$ cat src/rtl/eprom_pkg.sv
package eprom_pkg;
  typedef enum logic [2:0] {
    MD_READ    = 3'd0,
    MD_OUT_OFF = 3'd1,
    MD_STANDBY = 3'd2,
    MD_PROG    = 3'd3,
    MD_VERIFY  = 3'd4,
    MD_INHIBIT = 3'd5,
    MD_SIG     = 3'd6
  } mode_e;

  localparam logic [7:0] MFR_CODE = 8'h8F;
  localparam logic [7:0] DEV_CODE = 8'h08;
endpackage

$ cat src/rtl/eprom_mode_dec.sv
module eprom_mode_dec
  import eprom_pkg::*;
(
  input  logic  ce_n_i,
  input  logic  oe_n_i,
  input  logic  vpp_hi_i,
  input  logic  id_hv_i,
  output mode_e mode_o
);
  always_comb begin
    if (vpp_hi_i) begin
      if (!oe_n_i)      mode_o = MD_VERIFY;
      else if (!ce_n_i) mode_o = MD_PROG;
      else              mode_o = MD_INHIBIT;
    end else begin
      if (ce_n_i)       mode_o = MD_STANDBY;
      else if (oe_n_i)  mode_o = MD_OUT_OFF;
      else if (id_hv_i) mode_o = MD_SIG;
      else              mode_o = MD_READ;
    end
  end
endmodule

$ cat src/rtl/eprom_pgm_ctl.sv
module eprom_pgm_ctl
  import eprom_pkg::*;
(
  input  logic  clk_i,
  input  logic  rst_ni,
  input  mode_e mode_i,
  input  logic  ce_n_i,
  input  logic  oe_n_i,
  input  logic  vpp_hi_i,
  output logic  commit_o
);
  logic in_prog_q;

  always_ff @(posedge clk_i or negedge rst_ni) begin
    if (!rst_ni) in_prog_q <= 1'b0;
    else         in_prog_q <= (mode_i == MD_PROG);
  end

  // pulse ends: previous cycle programming, strobe now high, supply and OE still set
  assign commit_o = in_prog_q & ce_n_i & oe_n_i & vpp_hi_i;


  commit_after_low_chk: assert property (@(posedge clk_i) disable iff (!rst_ni)
    commit_o |-> ($past(ce_n_i) == 1'b0 && $past(vpp_hi_i) && $past(oe_n_i)));


  no_commit_in_verify_chk: assert property (@(posedge clk_i) disable iff (!rst_ni)
    (vpp_hi_i && !oe_n_i) |-> !commit_o);
endmodule

$ cat src/rtl/eprom_cell_array.sv
module eprom_cell_array #(
  parameter int DEPTH = 64,
  parameter int WIDTH = 8,
  localparam int AW = $clog2(DEPTH)
) (
  input  logic             clk_i,
  input  logic             rst_ni,
  input  logic             erase_i,
  input  logic             commit_i,
  input  logic [AW-1:0]    addr_i,
  input  logic [WIDTH-1:0] din_i,
  output logic [WIDTH-1:0] rd_o
);
  logic [WIDTH-1:0] mem_q [DEPTH];

  always_ff @(posedge clk_i or negedge rst_ni) begin
    if (!rst_ni) begin
      for (int i = 0; i < DEPTH; i++) mem_q[i] <= '1;
    end else if (erase_i) begin
      for (int i = 0; i < DEPTH; i++) mem_q[i] <= '1;
    end else if (commit_i) begin
      mem_q[addr_i] <= mem_q[addr_i] & din_i;
    end
  end

  assign rd_o = mem_q[addr_i];

  for (genvar g = 0; g < DEPTH; g++) begin : g_cell_chk

    ones_only_by_erase_chk: assert property (@(posedge clk_i) disable iff (!rst_ni)
      ((mem_q[g] & ~$past(mem_q[g])) != '0) |-> $past(erase_i));

    erase_sets_all_chk: assert property (@(posedge clk_i) disable iff (!rst_ni)
      erase_i |=> (mem_q[g] == '1));
  end
endmodule

$ cat src/rtl/eprom_out_sel.sv
module eprom_out_sel
  import eprom_pkg::*;
#(
  parameter int WIDTH = 8
) (
  input  mode_e            mode_i,
  input  logic             addr0_i,
  input  logic [WIDTH-1:0] rd_i,
  output logic [WIDTH-1:0] dout_o,
  output logic [WIDTH-1:0] dout_oe_o
);
  localparam logic [WIDTH-1:0] MFR_W = WIDTH'(MFR_CODE);
  localparam logic [WIDTH-1:0] DEV_W = WIDTH'(DEV_CODE);

  always_comb begin
    unique case (mode_i)
      MD_READ, MD_VERIFY: begin
        dout_o    = rd_i;
        dout_oe_o = '1;
      end
      MD_SIG: begin
        dout_o    = addr0_i ? DEV_W : MFR_W;
        dout_oe_o = '1;
      end
      default: begin
        dout_o    = '0;
        dout_oe_o = '0;
      end
    endcase
  end
endmodule

$ cat src/rtl/uv_eprom.sv
module uv_eprom
  import eprom_pkg::*;
#(
  parameter int DEPTH = 64,
  parameter int WIDTH = 8,
  localparam int AW = $clog2(DEPTH)
) (
  input  logic             clk_i,
  input  logic             rst_ni,
  input  logic [AW-1:0]    addr_i,
  input  logic             ce_n_i,
  input  logic             oe_n_i,
  input  logic             vpp_hi_i,
  input  logic             id_hv_i,
  input  logic [WIDTH-1:0] din_i,
  input  logic             erase_i,
  output logic [WIDTH-1:0] dout_o,
  output logic [WIDTH-1:0] dout_oe_o
);
  mode_e            mode;
  logic             commit;
  logic [WIDTH-1:0] rd_data;

  eprom_mode_dec u_dec (
    .ce_n_i  (ce_n_i),
    .oe_n_i  (oe_n_i),
    .vpp_hi_i(vpp_hi_i),
    .id_hv_i (id_hv_i),
    .mode_o  (mode)
  );

  eprom_pgm_ctl u_pgm (
    .clk_i   (clk_i),
    .rst_ni  (rst_ni),
    .mode_i  (mode),
    .ce_n_i  (ce_n_i),
    .oe_n_i  (oe_n_i),
    .vpp_hi_i(vpp_hi_i),
    .commit_o(commit)
  );

  eprom_cell_array #(.DEPTH(DEPTH), .WIDTH(WIDTH)) u_array (
    .clk_i   (clk_i),
    .rst_ni  (rst_ni),
    .erase_i (erase_i),
    .commit_i(commit),
    .addr_i  (addr_i),
    .din_i   (din_i),
    .rd_o    (rd_data)
  );

  eprom_out_sel #(.WIDTH(WIDTH)) u_out (
    .mode_i   (mode),
    .addr0_i  (addr_i[0]),
    .rd_i     (rd_data),
    .dout_o   (dout_o),
    .dout_oe_o(dout_oe_o)
  );


  read_drives_chk: assert property (@(posedge clk_i) disable iff (!rst_ni)
    (!ce_n_i && !oe_n_i && !vpp_hi_i) |-> (dout_oe_o == '1));

  standby_hiz_chk: assert property (@(posedge clk_i) disable iff (!rst_ni)
    (ce_n_i && !vpp_hi_i) |-> (dout_oe_o == '0));

  out_off_hiz_chk: assert property (@(posedge clk_i) disable iff (!rst_ni)
    (!ce_n_i && oe_n_i && !vpp_hi_i) |-> (dout_oe_o == '0));

  inhibit_hiz_chk: assert property (@(posedge clk_i) disable iff (!rst_ni)
    (vpp_hi_i && ce_n_i && oe_n_i) |-> (dout_oe_o == '0));

  verify_drives_chk: assert property (@(posedge clk_i) disable iff (!rst_ni)
    (vpp_hi_i && !oe_n_i) |-> (dout_oe_o == '1));

  sig_code_chk: assert property (@(posedge clk_i) disable iff (!rst_ni)
    (id_hv_i && !ce_n_i && !oe_n_i && !vpp_hi_i) |->
      (dout_o == (addr_i[0] ? WIDTH'(DEV_CODE) : WIDTH'(MFR_CODE))));
endmodule

$ cat config.mk
export PLATFORM = sky130hd
export DESIGN_NAME = uv_eprom
export DESIGN_NICKNAME = d
export VERILOG_FILES = /design/src/rtl/eprom_pkg.sv /design/src/rtl/eprom_mode_dec.sv /design/src/rtl/eprom_pgm_ctl.sv /design/src/rtl/eprom_cell_array.sv /design/src/rtl/eprom_out_sel.sv /design/src/rtl/uv_eprom.sv
export SDC_FILE = /design/constraint.sdc
export NUM_CORES = 1
export LEC_CHECK = 0
export BUFFER_PORTS_ARGS = -buffer_cell sky130_fd_sc_hd__buf_2
export CORE_MARGIN = 2
export CORE_UTILIZATION = 40
export DETAILED_ROUTE_END_ITERATION = 12
export PLACE_DENSITY = 0.51
export SETUP_SLACK_MARGIN = 0.3
export SLEW_MARGIN = 0
export SYNTH_ARGS = -nofsm -noshare
export SYNTH_HDL_FRONTEND = slang
export SYNTH_SLANG_ARGS = --single-unit
$ cat constraint.sdc
create_clock -name clk_i -period 3.3 [get_ports clk_i]
set_input_delay 0.66 -clock clk_i [delete_from_list [all_inputs] [get_ports clk_i]]
set_output_delay 0.66 -clock clk_i [all_outputs]
set_load 0.01 [all_outputs]
### Yosys cells after proc, flatten, opt, wreduce, memory -nomap -nowiden

Cells that the tools add are included.

| operators by class | value |
|---|---|
| add/sub/neg operators | 0 |
| $mul | 0 |
| divide/modulo/power cells | 0 |
| $lt $le $gt $ge | 2 |
| equal/unequal tests | 3 |
| shift operators | 0 |
| multiplexer cells | 17 |
| bitwise operators | 5 |
| reduce and logical (&&, ||, !) cells | 5 |

Operators with widths:

| cell | number |
|---|---|
| $mux 512 | 2 |
| $bwmux 512 | 1 |
| $bmux 8 s6 | 1 |
| $demux 8 s6 | 1 |
| $mux 8 | 5 |
| $mux 3 | 6 |
| $pmux 8 s2 | 1 |
| $and 8x8->8 | 1 |
| $ge 7x7->1 const B | 1 |
| $lt 7x1->1 const B | 1 |
| $not 6->7 | 1 |
| $eq 3x3->1 const B | 2 |
| $and 1x1->1 | 3 |
| $eq 3x2->1 const B | 1 |
| $logic_not 3->1 | 1 |
| $reduce_or 3->1 | 1 |
| $reduce_bool 2->1 | 1 |
| $reduce_or 2->1 | 1 |
| $logic_and 1x1->1 | 1 |

| storage, ports and cells | value |
|---|---|
| flip-flop bits (word level) | 513 |
| bits in latches | 0 |
| memory bits (writable) | 0 |
| bits in read-only memories | 0 |
| input port bits | 21 |
| output and inout port bits | 16 |
| word-level logic and storage cells | 97 |
| memories kept | 0 |

### Logic depth before layout (Yosys ltp)

| depth | value |
|---|---|
| depth in word-level cells | 8 |
| gate-level depth with buffers | 11 |
| mapped depth without buffers | 6 |

### Modules after synthesis

A second synthesis with hierarchy kept.

| unflattened totals | value |
|---|---|
| cells, all modules | 2479 |
| area total of the unflattened synthesis | 25839.8 µm² |

By module, submodules not included:

| module | times used | cells each | area each (µm²) | sequential area each (µm²) |
|---|---|---|---|---|
| eprom_cell_array | 1 | 2448 | 25585.8 | 13452.9 |
| eprom_out_sel | 1 | 20 | 146.4 | 0.0 |
| eprom_mode_dec | 1 | 8 | 65.1 | 0.0 |
| eprom_pgm_ctl | 1 | 3 | 42.5 | 25.0 |

### Worst setup path after synthesis

OpenSTA, ideal clock, no wires.

| timing | value |
|---|---|
| path type | input to output |
| start point | input port addr_i[2] |
| end point | output port dout_o[2] |
| arrival time | 2404 ps |
| required time | 2640 ps |
| setup slack | 236 ps |
| stages | 9 |
| path buffers | 3 |
| path through | buf_2 > clkbuf_1 > buf_2 > mux2i_1 > o22ai_1 > o31ai_1 > o2111ai_1 > nor3_1 > o21ai_0 |

| on the way | value |
|---|---|
| cells in the longest elaborated chain, start to end | 5 |

Ends and longest elaborated chain:

| item | line | RTL |
|---|---|---|
| start: declaration | uv_eprom.sv:10 | `input logic [AW-1:0] addr_i,` |
| $not 6->7 (implied by the code) | eprom_cell_array.sv:26 | `assign rd_o = mem_q[addr_i];` |
| $bmux 8 s6 | eprom_cell_array.sv:26 |  |
| $mux 8 (implied by the code) (2 in series) | eprom_cell_array.sv:26 |  |
| $pmux 8 s2 | eprom_out_sel.sv:16 | `unique case (mode_i)` |
| end: declaration | uv_eprom.sv:17 | `output logic [WIDTH-1:0] dout_o,` |

No other way between the ends. The select of a mux whose other input is x is not followed.

### Worst setup path in the final report

| timing | value |
|---|---|
| start point | register u_array.mem_q[342] (netlist bit) |
| end point | output port dout_o[6] |

| on the way | value |
|---|---|
| cells in the longest elaborated chain, start to end | 4 |

Ends and longest elaborated chain:

| item | line | RTL |
|---|---|---|
| start: declaration | eprom_cell_array.sv:14 | `logic [WIDTH-1:0] mem_q [DEPTH];` |
| start signal: indexed assignment | eprom_cell_array.sv:22 | `mem_q[addr_i] <= mem_q[addr_i] & din_i;` |
| $bmux 8 s6 | eprom_cell_array.sv:26 |  |
| $mux 8 (implied by the code) (2 in series) | eprom_cell_array.sv:26 |  |
| $pmux 8 s2 | eprom_out_sel.sv:16 |  |

No other way between the ends. The select of a mux whose other input is x is not followed.

==> results.toml <==
[hold_path]
whs_path_depth = 2
min-delay-start = "ce_n_i"
holdPathEnd = "u_pgm.in_prog_q"
hold_path.class = "in -> reg"

[critical_path]
cp-end-kind = "output pin"
path_class = "reg -> out"
reg2reg_from = "u_array.mem_q[342]"
critPathLaunchType = "register"
r2r_cells = 11
reg2reg_setup_slack_ns = 0.49
r2r_end = "u_array.mem_q[238]"
crit_required_ns = 2.64
arrival_ns = 2.76
cp_max_fo = 2

[pwr]
power_uw = 15100
p_per_area_nw_per_um2 = 492
vdd_ir_drop_max_v = 0.000363
leakage_uw = 0.0123

[placement]
place.port_buffers = 36
place_hpwl_mm = 56.4
routabilityCongestion = 0.880

[grt]
grtUsageTotal_pct = 26.6
grt-ovfl-total = 0
grt_pass1_wl_mm = 127
grt_max_degree = 90
grt_pass1_vias = 20200
antenna_found_initial = 2

[drt]
drc = 0
routed_wl_mm = 84.1
via_per_inst = 5.76
initialDrtViolationCount = 1784
wl_met2_mm = 39.0
top_layer = "met5"
ant_nets = 0
met1_length_mm = 37.0
routedWlPerCell_um = 23.9
dr_wl_met3_mm = 5.62
drtPass1Iterations = 5
vias = 20300

[die]
rows = 90
die_area_um2 = 62300
core_area_um2 = 60000
io_pins = 37
start_util_pct = 40.2
die_y_um = 250
die_x_um = 250

[timing]
max_slew_margin_pct = 31.2
setup_ws_ns = -0.122
setup_viol = 7
post-route-period-util_pct = 104
fin_crit_ns = 3.42
finalMaxSlewViolations = 0
fin_skew_ns = 0.0245
rsz0062_at_grt = "yes"
max_slew.worst_pin.slew_ns = 1.03
fmax_mhz = 292
hold_violations = 0

[logic_synthesis]
netlist_instances = 2396
yosysWarnings = 0
synth-main-ff-cell = "dfstp_2"
synth_edf_count = 0
syn-cell-area_um2 = 24100
yosys.cell_types.count = 51
avgSynthCellArea_um2 = 10.1
ys_seq_elements = 513
async_reset_ff_share_pct = 100
yosysSeqAreaShare_pct = 55.8
synth.net_count = 2417

[status]
status = "complete, but fails checks"
violations = "negative setup slack"

[cells_and_area]
final_common_cell = "nor2_1"
nets = 2714
post-route-util_pct = 51.1
mostFrequentLayoutCells = "nor2_1, dfstp_2, a21oi_1, buf_4, mux2i_1"
drive_gt1_share_pct = 42.8
area_delta_synth_final_pct = 27.1

[flow_run]
cap_violations = 0

[clock_tree]
clockRootBuffer = "clkbuf_16"
clk_latency_ns = 0.62
cts_tree = "yes"
cts.clk_slew.worst_paths_ns = 0.06
ctsHtreeMaxLevel = 2
numCtsBuffers = 58
clock-sinks = 513
clockBufferDepth = 3
[critical path, stage by stage (launching register included)]
cell	delay [ns]
dfstp_2	0.39
mux4_2	0.45
and3_4	0.20
a2111oi_4	0.35
o2111ai_2	0.20
nor3_2	0.17
buf_4	0.15
nor2_1	0.04
buf_2	0.19
[per-layer routing]
layer / vias to the layer above / track usage (%)
li1: 9122 / -
met1: 10300 / 37.5
met2: 744 / 42.1
met3: 144 / 4.11
met4: 2 / 8.64
met5: - / 0
[layout make-up]
| class | count | area [µm²] |
|---|---|---|
| Fill cell | 5511 | 29300 |
| Clock inverter | 17 | 282 |
| Antenna cell | 1 | 2.50 |
| Clock buffer | 88 | 1720 |
| Timing Repair Buffer | 395 | 3760 |
| Inverter | 41 | 154 |
| Multi-Input combinational cell | 1684 | 10300 |
| Tap cell | 782 | 978 |
| Sequential cell | 513 | 13500 |
[cells in the mapped netlist, types with 2 or more instances]
master | n | share of area, %
o21ai_0 | 6 | 0.12
inv_1 | 41 | 0.64
mux2i_1 | 124 | 5.1
dfstp_2 | 512 | 56
nor3_1 | 8 | 0.17
o21bai_1 | 37 | 1.2
o32ai_1 | 38 | 1.4
mux4_2 | 6 | 0.56
o31ai_1 | 19 | 0.59
and3_1 | 4 | 0.10
o22a_1 | 3 | 0.11
nor2_1 | 593 | 9.2
o31ai_4 | 7 | 0.62
buf_4 | 8 | 0.25
nor2b_1 | 2 | 0.052
or3_1 | 2 | 0.052
buf_2 | 58 | 1.2
a21oi_1 | 487 | 10
a221o_1 | 72 | 3.0
nand2b_1 | 11 | 0.29
nand3b_1 | 2 | 0.062
or3b_2 | 2 | 0.073
nor3b_1 | 4 | 0.12
a21oi_2 | 62 | 2.2
a22oi_1 | 4 | 0.12
a21o_1 | 28 | 0.87
o2111ai_1 | 7 | 0.25
a221oi_1 | 7 | 0.25
nand3_1 | 2 | 0.041
o22ai_1 | 70 | 1.8
clkbuf_1 | 63 | 0.98
and3b_1 | 4 | 0.15
buf_1 | 15 | 0.23
or2_2 | 3 | 0.078
o21a_1 | 3 | 0.093
buf_6 | 15 | 0.70
nand2_1 | 53 | 0.82
[power by group]
group	switching (µW)	internal, µW	leakage [µW]	total (µW)
clock	2670	4130	0.000990	6800
sequential	1.27	6330	0.00540	6330
combinational	1200	756	0.00587	1960
total	3870	11200	0.0123	15100
[what timing repair did]
item                       in CTS  in global routing
resized for setup              99                 33
setup endpoints to repair      72                  8
hold buffers                    0                  0
pin swaps                      35                 14
gates cloned                    2                  2
buffers inserted               26                 24
[worst max-delay path by stage]
stage                  startpoint   endpoint  slack, ns  cells after the start
6_report       u_array.mem_q[342]  dout_o[6]      -0.12                      8
5_1_grt        u_array.mem_q[342]  dout_o[6]      -0.19                      8
4_1_cts        u_array.mem_q[342]  dout_o[6]      -0.11                      8
3_5_place_dp            addr_i[1]  dout_o[0]      -0.53                     12
3_3_place_gp            addr_i[1]  dout_o[0]      -0.50                     12
2_1_floorplan           addr_i[2]  dout_o[0]       0.31                      8
[per-stage QoR]
step / hold slack, ns / worst slack, ns / setup TNS, ns / area (µm²) / cells
after detailed placement: 0.491 / -0.531 / -53.73 / 27500 / 3361
after global placement: 0.488 / -0.499 / -44.91 / 27500 / 3361
after floorplan: 0.364 / 0.310 / 0 / 24200 / 2396
after CTS: 0.214 / -0.109 / -0.280 / 30300 / 3494
final: 0.242 / -0.122 / -0.389 / 30700 / 3521
after global routing: 0.229 / -0.194 / -0.833 / 30700 / 3521
[sequential cells by signal, indices dropped and copies added, names as in the netlist]
signal,cells
u_array.mem_q,512
u_pgm.in_prog_q,1
[logic make-up after synthesis]
| group | after synthesis | share of synthesized area [%] |
|---|---|---|
| compound gates | 858 | 23.1 |
| buf+inv | 200 | 4.00 |
| flops | 513 | 55.8 |
| mux | 130 | 5.70 |
| simple gates | 695 | 11.4 |
Note: power is estimated with default switching activity, not from simulation.
